--- src/rtl/wiper_cmd_ctrl.sv ---
module wiper_cmd_ctrl #(
  parameter int WIPER_W = 10,
  parameter int SLOT_W  = 6,
  parameter int WORD_W  = 16,
  parameter int CODE_W  = 4
) (
  input  logic               clk,
  input  logic               rst_n,
  input  logic               cmd_valid,
  input  logic [CODE_W-1:0]  cmd_code,
  input  logic [WIPER_W-1:0] cmd_data,
  output logic [WIPER_W-1:0] wiper,
  output logic               shutdown,
  output logic [WORD_W-1:0]  rd_word,
  output logic               store_req,
  output logic [WIPER_W-1:0] store_data,
  output logic               restore_req,
  output logic               mread_req,
  output logic [SLOT_W-1:0]  mread_addr,
  input  logic               mem_busy,
  input  logic               store_done,
  input  logic               store_ok,
  input  logic               restore_valid,
  input  logic [WIPER_W-1:0] restore_data,
  input  logic               mread_valid,
  input  logic [WIPER_W-1:0] mread_data,
  input  logic [SLOT_W-1:0]  last_slot
);
  localparam logic [CODE_W-1:0] OP_WRITE = CODE_W'(1);
  localparam logic [CODE_W-1:0] OP_RDWIP = CODE_W'(2);
  localparam logic [CODE_W-1:0] OP_STORE = CODE_W'(3);
  localparam logic [CODE_W-1:0] OP_RELOAD = CODE_W'(4);
  localparam logic [CODE_W-1:0] OP_RDSLOT = CODE_W'(5);
  localparam logic [CODE_W-1:0] OP_RDLAST = CODE_W'(6);
  localparam logic [CODE_W-1:0] OP_SETCTL = CODE_W'(7);
  localparam logic [CODE_W-1:0] OP_RDCTL = CODE_W'(8);
  localparam logic [CODE_W-1:0] OP_SHDN  = CODE_W'(9);
  localparam int PAD_W = WORD_W - WIPER_W;
  localparam int PAD_S = WORD_W - SLOT_W;

  logic prog_en, wr_en, stored_ok, boot;
  logic mem_free;
  logic do_write, do_store, do_reload, do_rdslot;

  assign mem_free  = cmd_valid && !mem_busy;
  assign do_write  = mem_free && cmd_code == OP_WRITE && wr_en;
  assign do_store  = mem_free && cmd_code == OP_STORE && prog_en;
  assign do_reload = mem_free && cmd_code == OP_RELOAD;
  assign do_rdslot = mem_free && cmd_code == OP_RDSLOT;

  always_ff @(posedge clk) begin
    if (!rst_n) begin
      prog_en     <= 1'b0;
      wr_en       <= 1'b0;
      stored_ok   <= 1'b0;
      shutdown    <= 1'b0;
      rd_word     <= '0;
      store_req   <= 1'b0;
      store_data  <= '0;
      restore_req <= 1'b0;
      mread_req   <= 1'b0;
      mread_addr  <= '0;
      boot        <= 1'b1;
    end else begin
      boot        <= 1'b0;
      store_req   <= do_store;
      restore_req <= do_reload || boot;
      mread_req   <= do_rdslot;
      if (do_store)  store_data <= wiper;
      if (do_rdslot) mread_addr <= cmd_data[SLOT_W-1:0];
      if (store_done && store_ok) stored_ok <= 1'b1;
      if (cmd_valid) begin
        case (cmd_code)
          OP_RDWIP:  rd_word <= {{PAD_W{1'b0}}, wiper};
          OP_RDLAST: rd_word <= {{PAD_S{1'b0}}, last_slot};
          OP_RDCTL:  rd_word <= {{(WORD_W-4){1'b0}}, stored_ok, 1'b0, wr_en, prog_en};
          OP_SETCTL: begin
            wr_en   <= cmd_data[1];
            prog_en <= cmd_data[0];
          end
          OP_SHDN:   shutdown <= cmd_data[0];
          default: ;
        endcase
      end
      if (mread_valid) rd_word <= {{PAD_W{1'b0}}, mread_data};
    end
  end

  always_ff @(posedge clk) begin
    if (!rst_n)             wiper <= '0;
    else if (restore_valid) wiper <= restore_data;
    else if (do_write)      wiper <= cmd_data;
  end
endmodule


--- config.mk ---
export PLATFORM = sky130hd
export DESIGN_NAME = wiper_cmd_ctrl
export DESIGN_NICKNAME = d
export VERILOG_FILES = /design/src/rtl/wiper_cmd_ctrl.sv
export SDC_FILE = /design/constraint.sdc
export NUM_CORES = 1
export LEC_CHECK = 0
export ABC_AREA = 1
export ABC_CLOCK_PERIOD_IN_PS = 2400
export BUFFER_PORTS_ARGS = -buffer_cell sky130_fd_sc_hd__buf_2
export CAP_MARGIN = 0
export CORE_UTILIZATION = 50
export DETAILED_ROUTE_END_ITERATION = 8
export PLACE_DENSITY = 0.81
export SYNTH_ARGS = -nofsm -noshare
export SYNTH_HDL_FRONTEND = slang
export SYNTH_SLANG_ARGS = --single-unit
--- constraint.sdc ---
create_clock -name clk -period 2.4 [get_ports clk]
set_input_delay 0.12 -clock clk [delete_from_list [all_inputs] [get_ports clk]]
set_output_delay 0.12 -clock clk [all_outputs]
set_load 0.02 [all_outputs]
==> impl_metrics.toml, run 1 <==
[synth]
synth-seq-cells = 44
yosysSeqAreaShare = 0.438
synth_ff_type = "dfxtp_1"
async_reset_ff_frac = 0
syn_area_per_cell_um2 = 7.01
synth_area_mm2 = 0.00201
synth_top_area_share = 0.438
synth.area.top_cells = "dfxtp_1, nand2_1, o21ai_0"
ys_types = 19
syn_inst = 287
synth_edf_count = 0
yosysWarningCount = 0
yosysTopAreaCell = "dfxtp_1"
synth_commonest_cells = "nand2_1, nor2_1, dfxtp_1"
yosysMostFrequentCell = "nand2_1"

[final_layout]
regArea_um2 = 881
stdcell_count = 418
final_area_mm2 = 0.00258
synthToLayoutAreaGrowth_pct = 28.4
multi_input_area_um2 = 948
drive_gt1_frac = 0.303
num-fill-cells = 332
diodes = 0
nNetsFinal = 417

[placed_design]
portBuffers = 87
place_congestion = 0.825
hpwlAfterDp_um = 3600
dp_cells = 410
dpl_cell_area_mm2 = 0.00242

[setup_path]
critPathRequiredTime_ns = 2.63
reg2reg_to = "store_data[5]$_SDFFE_PN0P_"
start_kind = "register"
ff2ff_setup_slack_ns = 1.17
end_kind = "register"
worstPathArrival_ns = 1.47
crit_start = "prog_en$_SDFFE_PN0P_"
reg2reg_from = "prog_en$_SDFFE_PN0P_"
cp_max_fo = 12
r2r_cells = 4
crit_type = "register to register"
crit_end = "store_data[5]$_SDFFE_PN0P_"

[global_routing]
antenna_found_initial = 0
grt_first_pass_wirelength_um = 7730
grt_max_degree = 32
grtUsageTotal = 0.239
grt_pass1_vias = 1769
grt.overflow.total = 0

[power_and_ir_drop]
powerDensity_mw_per_mm2 = 698
p_leak_nw = 1.33
ir_worst_vdd_uv = 476

[detailed_routing]
dr.pass1.iters = 4
via_per_inst = 5.01
drcViolationCount = 0
num_vias = 2093
wl_per_cell_um = 11.7
initialDrtViolationCount = 118
drt-total-wl_um = 4910
antenna_left = 0

[sta]
finClkSkew_ns = 0.0107
setup_violations = 0
slew_viol_final = 0
fmax_ghz = 0.810
rsz0062_at_grt = "false"
timing.setup.tns_ns = 0
worst_hold_slack_ns = 0.0458
min_period_over_period = 0.514
finalHoldViolCount = 0
fin_crit_ns = 1.23

[clocking]
numCtsBuffers = 5
path_clk_slew_ns = 0.09
cts.htree.levels = 2
hold_buffers = 0
ctsRootBufferMaster = "clkbuf_8"
insertion_delay_ns = 0.30
post-cts-setup-buffers = 0
clock_path_buffers = 2
clock_sinks = 44
cts_tree = "yes"
post_cts_resize_count = 0

[floorplanning]
num_rows = 22
die_x_um = 65.4
core-area_mm2 = 0.00377
die_h_um = 65.4
start_util = 0.533
fp.dieArea_mm2 = 0.00428
io_pins = 94

[hold_path]
hp-class = "input port to register"

[run]
drv_cap = 0

[status]
status = "finished, final reports clean"
-- registers in the layout, indices dropped and copies added (netlist names) --
| register | count |
|---|---|
| stored_ok | 1 |
| prog_en | 1 |
| store_req | 1 |
| restore_req | 1 |
| rd_word | 10 |
| mread_req | 1 |
| shutdown | 1 |
| mread_addr | 6 |
| wiper | 10 |
| wr_en | 1 |
| boot | 1 |
| store_data | 10 |
-- metrics by stage --
| stage | worst slack, ns | util | power (mW) |
|---|---|---|---|
| global route | 0.988 | 0.684 | 1.87 |
| finish | 1.17 | 0.684 | 1.80 |
| CTS | 1.16 | 0.684 | 1.82 |
| floorplan | 1.39 | - | 0.956 |
| global placement | 1.07 | 0.642 | 1.04 |
| detailed placement | 1.02 | 0.642 | 1.04 |
-- power by group --
group          total (mW)  internal, mW  switching (mW)
Combinational       0.248        0.0885           0.159
Clock               0.775         0.520           0.254
Sequential          0.780         0.759          0.0203
Total                1.80          1.37           0.434
-- layout make-up --
| cell class | count | share of cell area |
|---|---|---|
| Multi-Input combinational cell | 205 | 0.367 |
| Tap cell | 48 | 0.0233 |
| Timing Repair Buffer | 87 | 0.169 |
| Sequential cell | 44 | 0.341 |
| Clock buffer | 5 | 0.0267 |
| Clock inverter | 3 | 0.0349 |
| Inverter | 26 | 0.0378 |
-- critical path: stages, from the launching register on --
cell and delay [ns]:
dfxtp_1 0.35, nand4_2 0.23, inv_1 0.32, o21ai_0 0.12, a21oi_1 0.14
-- routing by layer --
metal	up-vias	global-route usage	share of wire
met4	0	0.0897	0.011
li1	1069	-	-
met5	-	0	0
met1	921	0.293	0.45
met2	95	0.379	0.46
met3	8	0.0868	0.086
-- layout by cell type (no fill, tap or decap) --
cell type / count
nand2_2: 4
nand3_1: 15
inv_1: 22
nor2_4: 2
conb_1: 6
inv_2: 4
mux2i_1: 3
dfxtp_1: 44
nand3_2: 1
nand3b_1: 1
nand2_1: 59
nor2_1: 45
o21ai_0: 35
nand4_2: 2
nor2_2: 4
a21oi_1: 28
bufinv_16: 3
buf_2: 87
clkbuf_8: 5
-- how the worst min path moves through the flow --
stage / startpoint / endpoint / slack, ns / depth (start not counted)
finish: store_ok / stored_ok$_SDFFE_PN0P_ / 0.05 / 3
detailed placement: store_ok / stored_ok$_SDFFE_PN0P_ / 0.36 / 3
global route: store_ok / stored_ok$_SDFFE_PN0P_ / 0.08 / 3
floorplan: store_ok / stored_ok$_SDFFE_PN0P_ / 0.26 / 2
global placement: store_ok / stored_ok$_SDFFE_PN0P_ / 0.35 / 3
CTS: store_ok / stored_ok$_SDFFE_PN0P_ / 0.04 / 3
-- kinds of logic (layout without fill, tap and decap cells) --
logic type | count (synthesis) | count (layout) | synth area share
and+or+nand+nor | 133 | 133 | 0.289
AOI/OAI and AO/OA | 63 | 63 | 0.157
DFF | 44 | 44 | 0.438
buffers and inverters | 43 | 121 | 0.0996
muxes | 3 | 3 | 0.0149
other | 1 | 6 | 0.00187
Power figures use the tool's default switching activity.
==> inputs of run 2 (changes only) <==
--- a/config.mk
+++ b/config.mk
@@ -6,12 +6,12 @@
 export NUM_CORES = 1
 export LEC_CHECK = 0
 export ABC_AREA = 1
-export ABC_CLOCK_PERIOD_IN_PS = 2400
+export ABC_CLOCK_PERIOD_IN_PS = 1100
 export BUFFER_PORTS_ARGS = -buffer_cell sky130_fd_sc_hd__buf_2
 export CAP_MARGIN = 0
-export CORE_UTILIZATION = 50
+export CORE_UTILIZATION = 42
 export DETAILED_ROUTE_END_ITERATION = 8
-export PLACE_DENSITY = 0.81
+export PLACE_DENSITY = 0.72
 export SYNTH_ARGS = -nofsm -noshare
 export SYNTH_HDL_FRONTEND = slang
 export SYNTH_SLANG_ARGS = --single-unit
==> constraint.sdc (replaced) <==
create_clock -name clk -period 1.1 [get_ports clk]
set_input_delay 0.055 -clock clk [delete_from_list [all_inputs] [get_ports clk]]
set_output_delay 0.055 -clock clk [all_outputs]
set_load 0.02 [all_outputs]
==> run 2 against run 1 <==
  * The flow now finishes with violations (DRC)
  * Sequential cell count is the same
  * Clock skew decreased by 0.0086 ns
  * First-iteration DRC count shrank 1.7%
  * Combinational power is 140% higher
  * Non-clock buffer count increased by 19
  * Clock-buffer cell count grew 1
  * Largest power group unchanged
==> impl_metrics.toml, run 2 (same netlist as run 1, synthesis figures left out) <==
[floorplanning]
io_pins = 94
fp.dieArea_mm2 = 0.00507
die_h_um = 71.2
die_x_um = 71.2
core-area_mm2 = 0.00447
start_util = 0.449
num_rows = 24

[hold_path]
hp-class = "input port to register"

[global_routing]
grt_max_degree = 31
grt_pass1_vias = 1885
antenna_found_initial = 0
grt_first_pass_wirelength_um = 8410
grt.overflow.total = 0
grtUsageTotal = 0.213

[detailed_routing]
via_per_inst = 4.80
num_vias = 2111
drcViolationCount = 9
initialDrtViolationCount = 116
dr.pass1.iters = 7
antenna_left = 0
drt-total-wl_um = 5210
wl_per_cell_um = 11.8

[power_and_ir_drop]
switching_share = 0.282
clkPwrFrac = 0.292
powerDensity_mw_per_mm2 = 1210
ir_worst_vdd_uv = 794
pwr-share-seq = 0.526
p_leak_nw = 1.38
combinationalPowerShare = 0.183
total_power_mw = 3.23
p_int_mw = 2.32
p_sw_mw = 0.911

[final_layout]
nNetsFinal = 436
diodes = 0
layout_common_cells = "buf_2, nand2_1, nor2_1"
layout_commonest_cell = "buf_2"
final_area_mm2 = 0.00267
num-fill-cells = 457
reg_top3 = "rd_word x10, store_data x10, wiper x10"
synthToLayoutAreaGrowth_pct = 32.7
drive_gt1_frac = 0.332

[sta]
finalHoldViolCount = 0
setup_violations = 0
min_period_over_period = 0.932
slew_viol_final = 0
finClkSkew_ns = 0.00206
rsz0062_at_grt = "false"
fin_crit_ns = 1.03
fmax_ghz = 0.975
worst_hold_slack_ns = 0.0419

[run]
drv_cap = 0

[setup_path]
start_kind = "register"
end_kind = "register"
critPathRequiredTime_ns = 1.28
crit_type = "register to register"
cp_max_fo = 5
worstPathArrival_ns = 1.20

[placed_design]
portBuffers = 87
dpl_cell_area_mm2 = 0.00255
place_congestion = 0.826
hpwlAfterDp_um = 3970

[clocking]
insertion_delay_ns = 0.29
clock_sinks = 44
numCtsBuffers = 5
ctsRootBufferMaster = "clkbuf_8"
post-cts-setup-buffers = 0
clock_path_buffers = 2
path_clk_slew_ns = 0.08
cts.htree.levels = 2
cts_tree = "yes"

[status]
status = "complete, but fails checks"
violations = "DRC"
## run 2: cell types whose count changed in the layout (fill, tap and decap cells not counted), sizes merged
cell	delta
buf	+17
bufinv	-3
dlygate4sd3	+2
clkbuf	+1
clkinv	+1
## run 2: power groups by stage
stage / logic, mW / clock network [mW] / registers (mW)
final: 0.590 / 0.941 / 1.70
after global routing: 0.654 / 1.03 / 1.71
after CTS: 0.586 / 0.967 / 1.70
after detailed placement: 0.578 / 0 / 1.73
after global placement: 0.572 / 0 / 1.73
after floorplan: 0.285 / 0 / 1.80
## run 2: final timing paths
path,startpoint,to,slack [ns],cells past startpoint
min,restore_data[4],wiper[4]$_SDFFE_PN0P_,0.04,3
max reg2reg,wr_en$_SDFFE_PN0P_,wiper[5]$_SDFFE_PN0P_,0.07,4
min reg2reg,boot$_DFF_P_,restore_req$_SDFF_PN0_,0.44,2
max,wr_en$_SDFFE_PN0P_,wiper[5]$_SDFFE_PN0P_,0.07,4
## run 2: critical path, cell delays in order (launching register included)
cell and delay (ns):
dfxtp_1 0.37, nand4_2 0.15, buf_4 0.19, o21ai_0 0.14
a21oi_1 0.08
## run 2: stage by stage
step	utilization	worst slack (ns)	setup TNS (ns)	instances
2_1_floorplan	-	0.0946	0	292
3_3_place_gp	0.571	-0.0224	-0.0686	431
3_5_place_dp	0.571	-0.0746	-0.400	431
4_1_cts	0.593	0.0373	0	440
5_1_grt	0.596	0.0108	0	440
6_report	0.596	0.0746	0	440
## run 2: cell type report
| class | count | area [um^2] | share of cell area |
|---|---|---|---|
| Clock buffer | 6 | 72.6 | 0.0272 |
| Clock inverter | 1 | 5.00 | 0.00188 |
| Inverter | 26 | 97.6 | 0.0366 |
| Multi-Input combinational cell | 205 | 962 | 0.361 |
| Sequential cell | 44 | 882 | 0.331 |
| Tap cell | 52 | 65.1 | 0.0244 |
| Timing Repair Buffer | 106 | 583 | 0.219 |
## run 2: routing by layer
metal,vias up,track usage,wire (um)
li1,1105,-,-
met1,928,0.290,2580
met2,73,0.330,2280
met3,5,0.0570,309
met4,0,0.0622,38
met5,-,0,0
## run 2: what timing repair did
item                                    4_1_cts  5_1_grt
endpoints found under the hold margin         1        0
hold buffers                                  2        0
gates resized for setup                       0        5
endpoints found under the setup margin        0       12
